<file path="src/rtl/hlc_pkg.sv">
package hlc_pkg;
  // Access width code: bytes = 2**code
  typedef enum logic [1:0] {
    SZ_B1 = 2'd0,
    SZ_B2 = 2'd1,
    SZ_B4 = 2'd2,
    SZ_B8 = 2'd3
  } acc_size_e;

  // Repair action requested when a check misses
  typedef enum logic {
    CK_RELOAD  = 1'b0,
    CK_RECOVER = 1'b1
  } ck_kind_e;
endpackage

</file>
<file path="src/rtl/hlc_slot.sv">
module hlc_slot #(
  parameter int TAG_W  = 7,
  parameter int ADDR_W = 32
) (
  input  logic              clk,
  input  logic              rst_n,
  input  logic              flush_i,
  input  logic              we_i,
  input  logic [TAG_W-1:0]  al_tag_i,
  input  logic [ADDR_W-1:0] al_addr_i,
  input  logic [1:0]        al_size_i,
  input  logic              sn_vld_i,
  input  logic [ADDR_W-1:0] sn_addr_i,
  input  logic [1:0]        sn_size_i,
  input  logic              ck_vld_i,
  input  logic [TAG_W-1:0]  ck_tag_i,
  output logic              valid_o,
  output logic              amatch_o,
  output logic              ckmatch_o,
  output logic              snhit_o
);
  localparam int EXT_W = ADDR_W + 1;

  logic              valid_q, valid_d;
  logic [TAG_W-1:0]  tag_q;
  logic [ADDR_W-1:0] addr_q;
  logic [1:0]        size_q;

  logic [EXT_W-1:0] ld_lo, ld_hi, st_lo, st_hi;
  logic             overlap;

  // Byte-range overlap, computed one bit wider so no range end wraps
  always_comb begin
    ld_lo   = {1'b0, addr_q};
    ld_hi   = ld_lo + (EXT_W'(1) << size_q);
    st_lo   = {1'b0, sn_addr_i};
    st_hi   = st_lo + (EXT_W'(1) << sn_size_i);
    overlap = (st_lo < ld_hi) && (ld_lo < st_hi);
  end

  assign valid_o   = valid_q;
  assign amatch_o  = valid_q && (tag_q == al_tag_i);
  assign ckmatch_o = valid_q && (tag_q == ck_tag_i);
  assign snhit_o   = valid_q && sn_vld_i && overlap;

  // Flush beats a new record; a new record beats store and check kills
  always_comb begin
    valid_d = valid_q;
    if (flush_i)                                   valid_d = 1'b0;
    else if (we_i)                                 valid_d = 1'b1;
    else if (snhit_o || (ck_vld_i && ckmatch_o))   valid_d = 1'b0;
  end

  always_ff @(posedge clk or negedge rst_n) begin
    if (!rst_n) valid_q <= 1'b0;
    else        valid_q <= valid_d;
  end

  always_ff @(posedge clk or negedge rst_n) begin
    if (!rst_n) begin
      tag_q  <= '0;
      addr_q <= '0;
      size_q <= '0;
    end else if (we_i && !flush_i) begin
      tag_q  <= al_tag_i;
      addr_q <= al_addr_i;
      size_q <= al_size_i;
    end
  end

  // a record written without flush is present next cycle
  p_write_sets_valid_r10: assert property (@(posedge clk) disable iff (!rst_n)
    (we_i && !flush_i) |=> valid_q);
  // an overlapping store empties an entry that is not being rewritten
  p_snoop_kills_r3: assert property (@(posedge clk) disable iff (!rst_n)
    (snhit_o && !we_i) |=> !valid_q);
  // a check releases the entry it names
  p_check_releases_r5: assert property (@(posedge clk) disable iff (!rst_n)
    (ck_vld_i && ckmatch_o && !we_i) |=> !valid_q);
  // flush empties the entry
  p_flush_empties_r1: assert property (@(posedge clk) disable iff (!rst_n)
    flush_i |=> !valid_q);
endmodule

</file>
<file path="src/rtl/hlc_pick.sv">
module hlc_pick #(
  parameter int NUM_ENT = 16
) (
  input  logic               clk,
  input  logic               rst_n,
  input  logic               flush_i,
  input  logic               al_vld_i,
  input  logic [NUM_ENT-1:0] valid_i,
  input  logic [NUM_ENT-1:0] amatch_i,
  output logic [NUM_ENT-1:0] we_o
);
  localparam int IDX_W = (NUM_ENT > 1) ? $clog2(NUM_ENT) : 1;
  localparam logic [IDX_W-1:0] LAST = IDX_W'(NUM_ENT - 1);

  logic [IDX_W-1:0]   ptr_q, ptr_d;
  logic [NUM_ENT-1:0] free_v, first_free, sel;
  logic               any_match, any_free, replace;

  always_comb begin
    free_v     = ~valid_i;
    first_free = free_v & (~free_v + NUM_ENT'(1));
    any_match  = |amatch_i;
    any_free   = |free_v;
    replace    = al_vld_i && !any_match && !any_free;
    if (any_match)     sel = amatch_i;
    else if (any_free) sel = first_free;
    else               sel = NUM_ENT'(1) << ptr_q;
    we_o = al_vld_i ? sel : '0;
  end

  always_comb begin
    ptr_d = ptr_q;
    if (flush_i)      ptr_d = '0;
    else if (replace) ptr_d = (ptr_q == LAST) ? '0 : ptr_q + IDX_W'(1);
  end

  always_ff @(posedge clk or negedge rst_n) begin
    if (!rst_n) ptr_q <= '0;
    else        ptr_q <= ptr_d;
  end

  // each allocation writes exactly one entry
  p_one_target_r9: assert property (@(posedge clk) disable iff (!rst_n)
    al_vld_i |-> ($countones(we_o) == 1));
  // the pointer steps by one after a replacement
  p_ptr_step_r9: assert property (@(posedge clk) disable iff (!rst_n)
    (replace && !flush_i) |=>
      (ptr_q == (($past(ptr_q) == LAST) ? '0 : $past(ptr_q) + IDX_W'(1))));
  // an existing record is rewritten, never a second one taken
  p_rewrite_in_place_r8: assert property (@(posedge clk) disable iff (!rst_n)
    (al_vld_i && any_match) |-> (we_o == amatch_i));
endmodule

</file>
<file path="src/rtl/hlc_table.sv">
module hlc_table #(
  parameter int NUM_ENT = 16,
  parameter int TAG_W   = 7,
  parameter int ADDR_W  = 32
) (
  input  logic              clk,
  input  logic              rst_n,
  input  logic              flush_i,
  input  logic              al_vld_i,
  input  logic [TAG_W-1:0]  al_reg_i,
  input  logic [ADDR_W-1:0] al_addr_i,
  input  logic [1:0]        al_size_i,
  input  logic              st_vld_i,
  input  logic [ADDR_W-1:0] st_addr_i,
  input  logic [1:0]        st_size_i,
  input  logic              ck_vld_i,
  input  logic [TAG_W-1:0]  ck_reg_i,
  input  logic              ck_kind_i,
  output logic              ck_hit_o,
  output logic              ck_reload_o,
  output logic              ck_recover_o
);
  import hlc_pkg::*;

  logic [NUM_ENT-1:0] valid_v, amatch_v, ckmatch_v, snhit_v, we_v;
  ck_kind_e           kind;

  hlc_pick #(.NUM_ENT(NUM_ENT)) u_pick (
    .clk      (clk),
    .rst_n    (rst_n),
    .flush_i  (flush_i),
    .al_vld_i (al_vld_i),
    .valid_i  (valid_v),
    .amatch_i (amatch_v),
    .we_o     (we_v)
  );

  for (genvar g = 0; g < NUM_ENT; g++) begin : g_slot
    hlc_slot #(.TAG_W(TAG_W), .ADDR_W(ADDR_W)) u_slot (
      .clk       (clk),
      .rst_n     (rst_n),
      .flush_i   (flush_i),
      .we_i      (we_v[g]),
      .al_tag_i  (al_reg_i),
      .al_addr_i (al_addr_i),
      .al_size_i (al_size_i),
      .sn_vld_i  (st_vld_i),
      .sn_addr_i (st_addr_i),
      .sn_size_i (st_size_i),
      .ck_vld_i  (ck_vld_i),
      .ck_tag_i  (ck_reg_i),
      .valid_o   (valid_v[g]),
      .amatch_o  (amatch_v[g]),
      .ckmatch_o (ckmatch_v[g]),
      .snhit_o   (snhit_v[g])
    );
  end

  // A same-cycle store kill takes precedence over the check
  always_comb begin
    kind         = ck_kind_e'(ck_kind_i);
    ck_hit_o     = ck_vld_i && |(ckmatch_v & ~snhit_v);
    ck_reload_o  = ck_vld_i && !ck_hit_o && (kind == CK_RELOAD);
    ck_recover_o = ck_vld_i && !ck_hit_o && (kind == CK_RECOVER);
  end

  // one outcome per check, silence otherwise
  p_one_outcome_r6: assert property (@(posedge clk) disable iff (!rst_n)
    ck_vld_i |-> ($countones({ck_hit_o, ck_reload_o, ck_recover_o}) == 1));
  p_quiet_idle_r6: assert property (@(posedge clk) disable iff (!rst_n)
    !ck_vld_i |-> !(ck_hit_o || ck_reload_o || ck_recover_o));
  // a store hitting the checked entry forces a miss
  p_race_miss_r7: assert property (@(posedge clk) disable iff (!rst_n)
    (ck_vld_i && |(ckmatch_v & snhit_v)) |-> !ck_hit_o);
  // a register never owns more than one entry
  p_unique_reg_r8: assert property (@(posedge clk) disable iff (!rst_n)
    $countones(amatch_v) <= 1);
  // table empty in the cycle after a flush
  p_flush_empty_r1: assert property (@(posedge clk) disable iff (!rst_n)
    flush_i |=> (valid_v == '0));
endmodule

</file>
<file path="config.mk">
export PLATFORM = sky130hd
export DESIGN_NAME = hlc_table
export DESIGN_NICKNAME = d
export VERILOG_FILES = /design/src/rtl/hlc_pkg.sv /design/src/rtl/hlc_slot.sv /design/src/rtl/hlc_pick.sv /design/src/rtl/hlc_table.sv
export SDC_FILE = /design/constraint.sdc
export NUM_CORES = 2
export LEC_CHECK = 0
export ABC_CLOCK_PERIOD_IN_PS = 9100
export BUFFER_PORTS_ARGS = -buffer_cell sky130_fd_sc_hd__buf_2
export CAP_MARGIN = 20
export CELL_PAD_IN_SITES_DETAIL_PLACEMENT = 1
export CELL_PAD_IN_SITES_GLOBAL_PLACEMENT = 1
export CORE_MARGIN = 2
export CORE_UTILIZATION = 57
export CTS_BUF_LIST = sky130_fd_sc_hd__clkbuf_4
export DETAILED_ROUTE_END_ITERATION = 10
export GPL_TIMING_DRIVEN = 0
export PLACE_DENSITY_LB_ADDON = 0.1
export SLEW_MARGIN = 20
export SYNTH_ARGS = -nofsm -noshare
export SYNTH_HDL_FRONTEND = slang
export SYNTH_SLANG_ARGS = --single-unit
</file>
<file path="constraint.sdc">
create_clock -name clk -period 9.1 [get_ports clk]
set_clock_uncertainty 0.2 [all_clocks]
set_input_delay 0.455 -clock clk [delete_from_list [all_inputs] [get_ports clk]]
set_output_delay 0.455 -clock clk [all_outputs]
set_load 0.005 [all_outputs]
</file>
Word level (Yosys, flattened, before mapping):

Index checks and enable logic that the tools add are counted.

* logic and storage cells: 385
* register bits after elaboration: 676
* input port bits: 89
* output and inout port bits: 3

* shift operators: 18
* order comparisons: 32
* muxes and demuxes: 54
* $add $sub $neg: 19
* reduce and logical (&&, ||, !) cells: 158
* eq/ne operators: 33
* bitwise gates (word level): 6

Operators by type and width (count)
* $lt 32x33->1: 32
* $add 32x33->33: 17
* $shl 1x2->33 const A: 17
* $eq 7x7->1: 32
* $logic_and 1x1->1: 118
* $mux 1: 48
* $mux 16: 3
* $not 16->16: 3
* $reduce_bool 3->1: 16
* $reduce_or 16->1: 3
* $and 16x16->16: 2
* $add 16x1->16 const B: 1
* $logic_or 1x1->1: 16
* $shl 1x4->16 const A: 1
* $mux 4: 3
* $add 4x1->4 const B: 1
* $eq 4x4->1 const B: 1
* $logic_not 1->1: 4
* $reduce_bool 2->1: 1
* $not 1->1: 1

Depth between registers and ports, before layout:

* depth in word-level cells: 12
* depth in mapped cells: 22
* mapped depth without buffers: 21

Modules after synthesis:

From an unflattened synthesis, not the netlist that was laid out.

* cells, all modules: 7648
* area total of the unflattened synthesis: 71862.7 um^2

Modules (own cells, without submodules)
* hlc_slot at g_slot[14].u_slot ...: cells an instance 464, times used 7, area each 4411.7 um^2, seq. area each 1051.0 um^2
* hlc_slot at g_slot[0].u_slot ...: cells an instance 475, times used 5, area each 4430.5 um^2, seq. area each 1051.0 um^2
* hlc_slot at g_slot[3].u_slot: cells an instance 476, times used 1, area each 4485.6 um^2, seq. area each 1051.0 um^2
* hlc_slot at g_slot[5].u_slot: cells an instance 475, times used 1, area each 4426.7 um^2, seq. area each 1051.0 um^2
* hlc_slot at g_slot[9].u_slot: cells an instance 463, times used 1, area each 4423.0 um^2, seq. area each 1051.0 um^2
* hlc_slot at g_slot[13].u_slot: cells an instance 452, times used 1, area each 4374.2 um^2, seq. area each 1051.0 um^2
* hlc_pick: cells an instance 134, times used 1, area each 935.9 um^2, seq. area each 100.1 um^2
* hlc_table: cells an instance 25, times used 1, area each 182.7 um^2, seq. area each 0.0 um^2

Worst setup path after synthesis:

Ideal clock, no wire load.

* path type: input to output
* start point: input port st_size_i[0]
* end point: output port ck_recover_o
* arrival: 4.927 ns
* path slack: 3.518 ns
* buffers on the path: 0
* required time: 8.445 ns
* cell stages on the path: 20
* cells stage by stage: nor2b_1 > ha_1 > a21o_1 > a21oi_1 > nor2b_1 > o21bai_1 > nand2b_1 > nor2_1 > nand4_1 > xor2_1 > ha_1 > a21oi_1 > nand2_1 > a221o_1 > a211o_1 > o2111ai_1 > nand3_2 > a2111oi_2 > nand4_1 > nor4_1

* longest elaborated chain between the ends: 12
* elaborated cells between the ends (all ways): 57
* those cells by class: add/sub (1); order compare (16); shift (1); bitwise (2); reduce/logical (37)

RTL lines
* from (decl): RTL line hlc_table.sv:15 `input logic [1:0] st_size_i,`
* $shl 1x2->33 *: RTL line hlc_slot.sv:37 `st_hi = st_lo + (EXT_W'(1) << sn_size_i);`
* $add 32x33->33 *: RTL line hlc_slot.sv:37
* $lt 32x33->1: RTL line hlc_slot.sv:38 `overlap = (st_lo < ld_hi) && (ld_lo < st_hi);`
* $logic_and 1x1->1: RTL line hlc_slot.sv:38
* $logic_and 1x1->1: RTL line hlc_slot.sv:44 `assign snhit_o = valid_q && sn_vld_i && overlap;`
* $not 16->16 *: RTL line hlc_table.sv:62 `ck_hit_o = ck_vld_i && |(ckmatch_v & ~snhit_v);`
* $and 16x16->16 *: RTL line hlc_table.sv:62
* $reduce_or 16->1 *: RTL line hlc_table.sv:62
* $logic_and 1x1->1 *: RTL line hlc_table.sv:62
* $logic_not 1->1 *: RTL line hlc_table.sv:64 `ck_recover_o = ck_vld_i && !ck_hit_o && (kind == CK_RECOVER);`
* $logic_and 1x1->1 * (2 in a row): RTL line hlc_table.sv:64
* to (decl): RTL line hlc_table.sv:21 `output logic ck_recover_o`

Every way passes the cells marked *; elsewhere a longest branch is shown, timed or not.

Worst setup path after layout:

* start point: input port st_addr_i[1]
* end point: output port ck_recover_o

* longest elaborated chain between the ends: 11
* elaborated cells between the ends (all ways): 72
* those cells by class: add/sub (1); order compare (32); bitwise (2); reduce/logical (37)

RTL lines
* from (decl): RTL line hlc_table.sv:14 `input logic [ADDR_W-1:0] st_addr_i,`
* $add 32x33->33: RTL line hlc_slot.sv:37
* $lt 32x33->1: RTL line hlc_slot.sv:38
* $logic_and 1x1->1: RTL line hlc_slot.sv:38
* $logic_and 1x1->1: RTL line hlc_slot.sv:44
* $not 16->16 *: RTL line hlc_table.sv:62
* $and 16x16->16 *: RTL line hlc_table.sv:62
* $reduce_or 16->1 *: RTL line hlc_table.sv:62
* $logic_and 1x1->1 *: RTL line hlc_table.sv:62
* $logic_not 1->1 *: RTL line hlc_table.sv:64
* $logic_and 1x1->1 * (2 in a row): RTL line hlc_table.sv:64

Marked as above.

==> summary.json <==
{
  "chip_width_um": 331.0,
  "clock_tree.root_cell": "clkbuf_4",
  "floorplan.die.height_um": 331.0,
  "timing.final.setup_violations": 0,
  "design_area_sq_um": 68030,
  "critical-path-slowest-cell": "o21bai_1",
  "grt_usage": 0.4821,
  "area_delta_synth_final_pct": 11.59,
  "final.hold.worst_slack_ns": 0.08098,
  "hpwl_mm": 186.7,
  "detailedRoute.firstPassIterationCount": 6,
  "crit_path_max_incr_delay_ns": 0.72,
  "worstPathMaxFanout": 18,
  "wire_length_of_the_first_global_routing_pass_mm": 391.2,
  "drive_above_1_share": 0.09570,
  "floorplan.die_area_sq_um": 109600,
  "routabilityCongestion": 0.9652,
  "num_vias": 57891,
  "clock_latency_ns": 1.25,
  "worst_ep_required_time_ns": 8.45,
  "asyncSetResetFlopFracSynth": 1.000,
  "seq_area_frac_synth": 0.2775,
  "vdd_ir_drop_max_v": 0.0001700,
  "portBuffers": 76,
  "post-cts-setup-buffer-count": 0,
  "max_cap_violations": 0,
  "syn-cell-area_sq_um": 60970,
  "synth.area.top_cells": "dfrtp_1 28%, ha_1 22%, mux2_1 11%",
  "worstSetupEndpointType": "output pin",
  "design_power_total_w": 0.009715,
  "path_cells": "buf_2 -> ha_1 -> a21o_1 -> a21oi_1 -> nor2b_1 -> o21bai_1 -> nand2b_1 -> nor2_1 -> nand3_1 -> nor2_1 -> xnor2_2 -> buf_6 -> ha_1 -> nand4_1 -> or4_1 -> a311oi_1 -> o22ai_1 -> a211oi_1 -> a221oi_1 -> o211ai_1 -> nor4_1 -> buf_2",
  "num_rows": 119,
  "synth_enable_flop_cells": 0,
  "power_density_nw_per_um2": 142.8,
  "yosysTopAreaCellShare": 0.2775,
  "cts_sinks": 676,
  "drv_slew": 0,
  "cts_made_buffers": 203,
  "cts_tree": "done",
  "timing.hold.worst.class": "in2reg",
  "min_period_over_period": 0.9888,
  "routed_wire_length_mm": 266.4,
  "floorplan.initialDensity": 0.5767,
  "grt_start_max_net_pins": 94,
  "synth_top_cell_by_area": "dfrtp_1",
  "wl_per_cell_um": 32.69,
  "via_count_of_the_first_global_routing_pass": 60383,
  "final_hold_viol_count": 0,
  "synth_area_per_cell_sq_um": 9.881,
  "antenna_violating_nets_post_route": 0,
  "run_status": "complete, no violations",
  "finalWorstSetupSlack_ns": 0.1023,
  "final_cell_count_without_fillers": 8151,
  "mappedNetlistNets": 7342,
  "synthDistinctLibCells": 84,
  "worst-slew-pin-transition_ns": 1.299,
  "nNetsFinal": 7757,
  "avgViaCountPerCell": 7.102,
  "drt-initial-drc-count": 6245,
  "layout.cells.most_common": "ha_1",
  "leakage_nw": 31.70,
  "synth_top_flop_cell": "dfrtp_1",
  "setup.worst_path.start_class": "input pin",
  "placed_cells": 7685,
  "rsz0062_at_grt": "false",
  "cts-htree-levels": 4,
  "boundaryPins": 92,
  "dpl_cell_area_sq_um": 64460,
  "pre_cts_slack_ns": 0.5894,
  "initial_antenna_violation_count": 23,
  "clk_pin_slew_ns": 0.07,
  "max_slew_margin": 0.1339,
  "clock_path_buffers": 3,
  "core_region_area_sq_um": 105700,
  "synth.ff_latch_count": 676,
  "post-route-drc-count": 0,
  "synthesis.instances": 6170,
  "grt_remaining_overflow": 0,
  "fmax_mhz": 111.1,
  "most-common-layout-cells": "1066 x ha_1, 676 x dfrtp_1, 613 x mux2_1",
  "ws_path_type": "in2out",
  "minimum_clock_period_ns": 8.998,
  "count_of_yosys_warnings_during_synthesis": 0,
  "data_arrival_time_of_the_worst_path_ns": 8.34
}
-- synth_stat cells (all sizes together) (68+ instances only) --
cell type  count
a21o         144
a21oi        420
and3          98
and4          68
buf           91
clkbuf        76
dfrtp        676
ha          1066
inv           76
mux2         656
nand2        420
nand3        247
nand4        281
nor2         296
nor2b         81
o21ai        204
xnor2        404
xor2         330
-- routing by layer --
layer	vias to the layer above	GRT usage	part of all wire
met5	-	0	0.00064
met4	16	0.3207	0.078
met3	1340	0.1478	0.12
met2	3695	0.7125	0.42
met1	28898	0.6069	0.38
li1	23942	-	-
-- critical path: cells and delay by family --
family / cells / cell delay, ns
compound gates: 8 / 3.20
simple gates: 8 / 2.38
buf+inv: 3 / 1.08
xor+xnor: 1 / 0.64
fa+ha+maj: 2 / 0.52
-- report_power, final --
group          internal (W)  switching, W  leakage (nW)  total, W
sequential          0.00324      0.000399          9.05   0.00364
clock               0.00158       0.00169          1.55   0.00327
combinational       0.00111       0.00170          21.1   0.00281
total               0.00593       0.00379          31.7   0.00971
-- metrics by stage --
stage	utilization	setup TNS, ns
2_1_floorplan	-	0
3_3_place_gp	0.5968	-5111.04
3_5_place_dp	0.6098	0
4_1_cts	0.6428	0
5_1_grt	0.6432	0
6_report	0.6436	0
-- logic make-up (layout without fill, tap and decap cells) --
kind of cell	count (synthesis)	count (layout)	synth area share
buf+inv	244	814	0.01790
mux	656	656	0.1212
xor+xnor	734	734	0.1054
flops	676	676	0.2775
compound gates	1049	1049	0.1070
other cells	0	20	0
fa+ha+maj	1083	1083	0.2244
simple gates	1728	1728	0.1466
-- path summary, 6_finish.rpt --
path	startpoint	endpoint	slack, ns	cells past startpoint
worst max-delay path	st_addr_i[1]	ck_recover_o	0.10	22
worst min-delay path	al_addr_i[18]	g_slot[15].u_slot.addr_q[18]	0.08	3
worst max register to register	g_slot[11].u_slot.size_q[0]	g_slot[11].u_slot.valid_o	2.38	17
worst min register to register	g_slot[6].u_slot.addr_q[2]	g_slot[6].u_slot.addr_q[2]	0.34	1
max in group asynchronous	rst_n	g_slot[1].u_slot.addr_q[12]	7.41	5
min in group asynchronous	rst_n	g_slot[10].u_slot.addr_q[15]	0.33	4
-- cell type report --
cell class / count / area, sq um
fillers: 11775 / 37680
flip-flops and latches: 676 / 16920
well taps: 1391 / 1740
multi-input cells: 5250 / 43450
inverters: 77 / 289.0
repair buffers: 210 / 2177
plain buffers: 167 / 804.5
diodes: 20 / 50.05
clock inverters: 65 / 394.1
clock buffers: 295 / 2215
-- timing repair --
| action | CTS | global route |
|---|---|---|
| endpoints found under the hold margin | 616 | 0 |
| endpoints found under the setup margin | 3 | 3 |
| hold buffers | 86 | 0 |
| gates resized for setup | 1 | 3 |
-- state kept, by name, summed over array words and instances, names as in the netlist --
| register | cells |
|---|---|
| g_slot.u_slot.addr_q | 512 |
| g_slot.u_slot.size_q | 32 |
| g_slot.u_slot.tag_q | 112 |
| g_slot.u_slot.valid_o | 16 |
| u_pick.ptr_q | 4 |
No activity file was read; power rests on OpenSTA's default activity.
